$ cat config.mk
export PLATFORM = sky130hd
export DESIGN_NAME = frame_bit_counter
export DESIGN_NICKNAME = d
export VERILOG_FILES = /design/src/rtl/regnum_crc_pkg.sv /design/src/rtl/frame_bit_counter.sv
export SDC_FILE = /design/constraint.sdc
export NUM_CORES = 1
export LEC_CHECK = 0
export BUFFER_PORTS_ARGS = -buffer_cell sky130_fd_sc_hd__buf_2
export CAP_MARGIN = 40
export CORE_AREA = 2 2 39 41
export DETAILED_ROUTE_END_ITERATION = 6
export DIE_AREA = 0 0 41 43
export PLACE_DENSITY = 0.5
export SETUP_SLACK_MARGIN = 0.2
export SLEW_MARGIN = 15
export SYNTH_ARGS = -nofsm -noshare
export SYNTH_HDL_FRONTEND = slang
export SYNTH_SLANG_ARGS = --single-unit
$ cat constraint.sdc
create_clock -name clk -period 1.2 [get_ports clk]
set_input_delay 0.06 -clock clk [delete_from_list [all_inputs] [get_ports clk]]
set_output_delay 0.06 -clock clk [all_outputs]
set_load 0.01 [all_outputs]
$ cat src/rtl/regnum_crc_pkg.sv
package regnum_crc_pkg;

  typedef enum logic [1:0] {
    PH_DATA  = 2'd0,
    PH_CHECK = 2'd1,
    PH_DONE  = 2'd2
  } frame_phase_e;

  localparam int unsigned DEF_CRC_W     = 8;
  localparam int unsigned DEF_DATA_BITS = 56;
  localparam logic [7:0]  DEF_POLY_REFL = 8'h8C;

endpackage

$ cat src/rtl/frame_bit_counter.sv
module frame_bit_counter
  import regnum_crc_pkg::*;
#(
  parameter int unsigned DATA_BITS  = 56,
  parameter int unsigned CHECK_BITS = 8
) (
  input  logic         clk,
  input  logic         rst,
  input  logic         bit_valid,
  output logic         accept,
  output frame_phase_e phase,
  output logic         last_bit,
  output logic         done
);
  localparam int unsigned TOTAL = DATA_BITS + CHECK_BITS;
  localparam int unsigned CW    = $clog2(TOTAL + 1);

  logic [CW-1:0] cnt_q;
  logic          done_q;

  assign accept   = bit_valid && !done_q;
  assign last_bit = accept && (cnt_q == CW'(TOTAL - 1));
  assign done     = done_q;

  always_comb begin
    if (done_q)                        phase = PH_DONE;
    else if (cnt_q < CW'(DATA_BITS))   phase = PH_DATA;
    else                               phase = PH_CHECK;
  end

  always_ff @(posedge clk) begin
    if (rst) begin
      cnt_q  <= '0;
      done_q <= 1'b0;
    end else if (accept) begin
      cnt_q <= cnt_q + 1'b1;
      if (cnt_q == CW'(TOTAL - 1)) done_q <= 1'b1;
    end
  end

  assert_done_rise_R5: assert property (@(posedge clk) disable iff (rst)
    last_bit |=> done_q);
  assert_done_sticky_R5: assert property (@(posedge clk) disable iff (rst)
    done_q |=> done_q);
  assert_idle_hold_R3: assert property (@(posedge clk) disable iff (rst)
    !bit_valid |=> $stable(cnt_q));
endmodule

==> results of run 1 <==
[per-layer routing]
metal	GRT usage [%]	part of all wire (%)	vias up
li1	-	-	191
met1	17.5	38	180
met2	22.8	58	4
met3	3.14	2.3	2
met4	10.0	1.2	0
met5	0	0	-
[cell families (layout without fill, tap and decap cells)]
group / count (synthesis) / count (layout)
xor gates and xnor gates: 2 / 2
AOI/OAI and AO/OA: 6 / 6
adders and majority gates: 1 / 1
buffers and inverters: 7 / 30
muxes: 3 / 3
DFF: 8 / 8
and+or+nand+nor: 16 / 16
[layout by cell type, fill, tap and decap left out, types with 2 or more instances in the layout]
cell type	n
buf_2	3
clkbuf_4	3
or3_4	2
dfxtp_1	2
mux2_4	2
inv_1	3
nor2_1	6
buf_4	8
a21oi_2	4
dfxtp_4	3
buf_6	11
dfxtp_2	3
[layout make-up]
| type | count | area, um2 | area share (%) |
|---|---|---|---|
| clock buffers | 4 | 26.3 | 3.70 |
| well taps | 16 | 20.0 | 2.82 |
| multi-input cells | 28 | 275 | 38.7 |
| flip-flops and latches | 8 | 175 | 24.6 |
| inverters | 4 | 15.0 | 2.11 |
| repair buffers | 22 | 199 | 28.0 |
[metrics by stage]
stage | worst slack [ns] | utilization [%] | total power, mW | instances | instance area [um2]
floorplan | 0.00354 | - | 0.319 | 43 | 428
global placement | -0.0321 | 36.5 | 0.340 | 69 | 505
detailed placement | -0.0557 | 36.5 | 0.340 | 69 | 505
CTS | -0.252 | 46.0 | 0.591 | 79 | 637
global route | -0.261 | 51.4 | 0.638 | 82 | 711
finish | -0.209 | 51.4 | 0.609 | 82 | 711
[power breakdown]
group | leakage [nW] | switching (mW) | internal, mW
logic | 0.224 | 0.0408 | 0.0571
registers | 0.0685 | 0.00829 | 0.272
clock network | 0.0150 | 0.104 | 0.128
total | 0.308 | 0.153 | 0.457
[timing repair]
action,4_1_cts,5_1_grt
resized for setup,15,13
setup buffers,6,3
pin swaps,5,4
setup endpoints to repair,10,10
[final timing paths]
check / startpoint / endpoint / slack, ns / depth (start not counted)
max reg2reg: cnt_q[1] / cnt_q[4] / -0.18 / 6
max: cnt_q[1] / last_bit / -0.21 / 5
min: rst / cnt_q[4] / 0.09 / 2
min reg2reg: cnt_q[6] / cnt_q[6] / 0.56 / 2
[flip-flops by register name, indices dropped and copies added, names as in the netlist]
name and flops:
done 1, cnt_q 7
[critical path: cells and delay by family, from the launching register on]
family                   cells  cell delay [ns]
AND/OR/NAND/NOR              2             0.44
flip-flops                   1             0.36
buffers and inverters        2             0.15
adder cells (fa/ha/maj)      1             0.14
==> run summary, run 1 <==
skew final -> 0.00640 ns
vias per cell -> 4.60
arrival time of the worst setup path -> 1.35 ns
synthesized area -> 397 um2
number of hold-slack violations in the final timing report -> 0
Relative slew margins -> 84.9%
number of synthesis warnings -> 0
area share of and/or/nand/nor cells after synthesis -> 25.9%
count of unique library cells instantiated by Yosys -> 23
WHS -> 0.0916 ns
placeable core region -> 1380 um2
cell-by-cell trace of the critical path -> ha_4 -> nand4b_4 -> or3_4 -> inv_2 -> buf_6
CTS H-tree lvls -> 1
die span in y -> 43 um
Cell Pwr Density -> 857 nW/um2
XOR/XNOR Fraction of Synth Area -> 4.42%
vias after detailed routing -> 377
WP data required -> 1.14 ns
highest achievable clock rate -> 0.710 GHz
number of enable-type register cells in the synthesized netlist -> 0
Hold Buf Count CTS -> 0
highest net fanout along the worst path -> 2
Setup-failing EPs final -> 5
main combinational cell family by area after synthesis -> simple AND/OR/NAND/NOR gates
Seq/Total Area, Yosys -> 40.4%
TritonRoute pass-1 iters -> 3
count leader, synth -> dfxtp_1
Max Cap Viol -> 0
Yosys top cell area share -> 40.4%
largest buffer count on any clock path -> 2
full die area -> 1760 um2
synthesized netlist cell count -> 43
final critical path time including I/O delays and setup -> 1.41 ns
portion of netlist area occupied by mux cells -> 8.20%
proportion of layout cells with a drive suffix above 1 -> 72.7%
library cell with the largest summed area after synthesis -> dfxtp_1
initial antenna violation count -> 0
antenna cells -> 0
clock tree from TritonCTS -> yes
clock sinks -> 8
setup slack after layout -> -0.209 ns
Row Count -> 14
Total Negative Setup Slacks -> -0.574 ns
final net count -> 71
largest net degree at the start of global routing -> 11
Async SR Flop Fraction -> 0%
residual overflow from global routing -> 0
Post-Syn Area per Cell -> 9.22 um2
overall die width -> 41 um
crit path launch type -> flop
most instantiated flip-flop cell in the synthesis netlist -> dfxtp_1
top cell types by occurrence after synthesis -> dfxtp_1, nor2_1, inv_1
root buffer selected by CTS -> clkbuf_4
global-route wire length before repair -> 1660 um
post-synthesis share of cell area spent on full adders, half adders and majority gates -> 3.15%
worst-margin pin slew -> 0.224 ns
slowest CP cell -> dfxtp_4
via count of the first global-routing pass -> 372
leakage dissipation -> 0.308 nW
failing checks -> setup timing
post-synthesis compound-gate area fraction -> 8.52%
Antenna Nets Post-Route -> 0
Net Count, Synth -> 47
HPWL after detailed placement -> 590 um
unrepaired setup endpoints after global routing -> yes
initial core utilization -> 28.7%
worst stage delay on the critical path -> 0.36 ns
final number of max-transition violations -> 0
main area contributors after synthesis -> dfxtp_1, mux2_2, nor2_1
path type of the worst min-delay path -> primary input to flop
number of DRC markers after the initial detailed-route iteration -> 10
clock insertion delay at the later pin of the skew report -> 0.26 ns
type of destination of the critical path -> output port
port bufs -> 7
flip-flop and latch count after synthesis -> 8
number of buffers added by the clock tree synthesis step -> 3
Worst IR Drop VDD -> 0.477 mV
average wire per cell in the routed design -> 12.1 um
number of inserted filler cells in the final layout -> 114
Global Route Usage Sum -> 14.9%
Synth-to-Final Area Change -> 79.2%
wirelength, routed -> 995 um
routability congestion estimate from global placement -> 0.683
fraction of the cycle the final worst path needs -> 117%
I/O pin total -> 8
outcome -> finished with violations
CP Class -> flop to output port
clock slew seen by the registers of the worst setup and hold paths -> 0.06 ns
DRC -> 0
(Power assumes the default switching activity.)
==> inputs of run 2 (changes only) <==
--- a/config.mk
+++ b/config.mk
@@ -5,7 +5,7 @@
 export SDC_FILE = /design/constraint.sdc
 export NUM_CORES = 1
 export LEC_CHECK = 0
-export BUFFER_PORTS_ARGS = -buffer_cell sky130_fd_sc_hd__buf_2
+export BUFFER_PORTS_ARGS = -buffer_cell sky130_fd_sc_hd__buf_4
 export CAP_MARGIN = 40
 export CORE_AREA = 2 2 39 41
 export DETAILED_ROUTE_END_ITERATION = 6
==> run summary, run 2 (same netlist as run 1, synthesis figures left out) <==
number of non-filler instances in the completed layout -> 78
placeable core region -> 1380 um2
overall die width -> 41 um
Hold Crit Depth -> 2
setup slack after layout -> -0.201 ns
highest net fanout along the worst path -> 2
number of instances in the placed design -> 69
unrepaired setup endpoints after global routing -> yes
DRC -> 0
Global Route Usage Sum -> 12.9%
Antenna Nets Post-Route -> 0
type of destination of the critical path -> output port
I/O pin total -> 8
number of DRC markers after the initial detailed-route iteration -> 10
Synth-to-Final Area Change -> 62.1%
largest net degree at the start of global routing -> 11
Max Cap Viol -> 0
largest buffer count on any clock path -> 2
clock sinks -> 8
Internal Power -> 0.441 mW
flip-flop count of the largest register, all copies and words added -> 7
most common cell after layout, fill and taps aside -> buf_4
initial core utilization -> 28.7%
proportion of layout cells with a drive suffix above 1 -> 62.9%
Flop pwr share -> 48.6%
Row Count -> 14
number of inserted filler cells in the final layout -> 136
die span in y -> 43 um
power dissipated by switching net loads -> 0.135 mW
area taken by flip-flops and latches -> 175 um2
Worst IR Drop VDD -> 0.468 mV
arrival time of the worst setup path -> 1.34 ns
Total Negative Setup Slacks -> -0.343 ns
CP Class -> flop to output port
failing checks -> setup timing
standard cell area after detailed placement -> 523 um2
share of the core filled with cells in the final layout -> 46.5%
Cell Pwr Density -> 895 nW/um2
final net count -> 67
worst-margin pin slew -> 0.209 ns
Setup-failing EPs final -> 4
vias after detailed routing -> 337
clock slew seen by the registers of the worst setup and hold paths -> 0.06 ns
crit path launch type -> flop
WP data required -> 1.14 ns
residual overflow from global routing -> 0
combinational power share -> 12.5%
worst-case setup slack after placement -> -0.0442 ns
path type of the worst min-delay path -> primary input to flop
final critical path time including I/O delays and setup -> 1.40 ns
commonest cells after routing, fill and taps aside -> buf_4, nor2_1, buf_6
total area of multi-input combinational cells -> 253 um2
vias per cell -> 4.32
number of buffers added by the clock tree synthesis step -> 3
final number of max-transition violations -> 0
clock insertion delay at the later pin of the skew report -> 0.25 ns
fraction of power spent switching nets -> 23.4%
final non-filler cell area -> 643 um2
routability congestion estimate from global placement -> 0.691
via count of the first global-routing pass -> 317
antenna cells -> 0
number of hold-slack violations in the final timing report -> 0
TritonRoute pass-1 iters -> 4
root buffer selected by CTS -> clkbuf_4
port bufs -> 7
initial antenna violation count -> 0
CTS H-tree lvls -> 1
highest achievable clock rate -> 0.714 GHz
global-route wire length before repair -> 1450 um
Relative slew margins -> 85.9%
fraction of the cycle the final worst path needs -> 117%
skew final -> 0.0103 ns
Clock power frac -> 38.8%
leakage dissipation -> 0.281 nW
clock tree from TritonCTS -> yes
full die area -> 1760 um2
HPWL after detailed placement -> 583 um
worst reg-to-reg path cell count -> 5
top register by number of flip-flops -> cnt_q
wirelength, routed -> 842 um
outcome -> finished with violations
average wire per cell in the routed design -> 10.8 um
## run 2: layout make-up
class	instances	area share (%)
repair buffers	18	23.9
flip-flops and latches	8	27.2
multi-input cells	28	39.3
clock buffers	4	4.09
well taps	16	3.11
inverters	4	2.33
## run 2: metal layers
layer	track usage (%)	vias to the layer above	routed length (um)
li1	-	183	-
met1	18.3	148	392
met2	15.9	4	405
met3	4.71	2	26
met4	8.00	0	18
met5	0	-	0
## run 2: worst max-delay path: stages, from the launching register on
cell and delay [ns]:
dfxtp_4 0.36, ha_4 0.14, nand4b_4 0.10, or3_4 0.35
inv_2 0.06, buf_6 0.09
## run 2: worst paths after layout
path,startpoint,endpoint,slack (ns)
hold reg to reg,cnt_q[6],cnt_q[6],0.52
setup / recovery,cnt_q[1],last_bit,-0.20
setup reg to reg,cnt_q[1],done,-0.07
hold / removal,rst,done,0.03
## run 2: per-stage QoR
stage	hold WS, ns	power [mW]
finish	0.0320	0.576
global placement	0.296	0.343
detailed placement	0.296	0.346
floorplan	0.291	0.319
CTS	0.0295	0.590
global route	0.0285	0.616
## run 2: power groups by stage
stage / logic [mW] / clock network, mW / registers (mW)
floorplan: 0.0316 / 0 / 0.288
global placement: 0.0570 / 0 / 0.286
detailed placement: 0.0595 / 0 / 0.287
CTS: 0.0723 / 0.237 / 0.281
global route: 0.0798 / 0.254 / 0.282
finish: 0.0720 / 0.224 / 0.280
## run 2: repair_timing
| item | in CTS | in global routing |
|---|---|---|
| pin swaps | 7 | 4 |
| gates resized for setup | 14 | 2 |
| hold buffers | 0 | 0 |
| setup buffers | 4 | 1 |
| endpoints found under the setup margin | 10 | 10 |
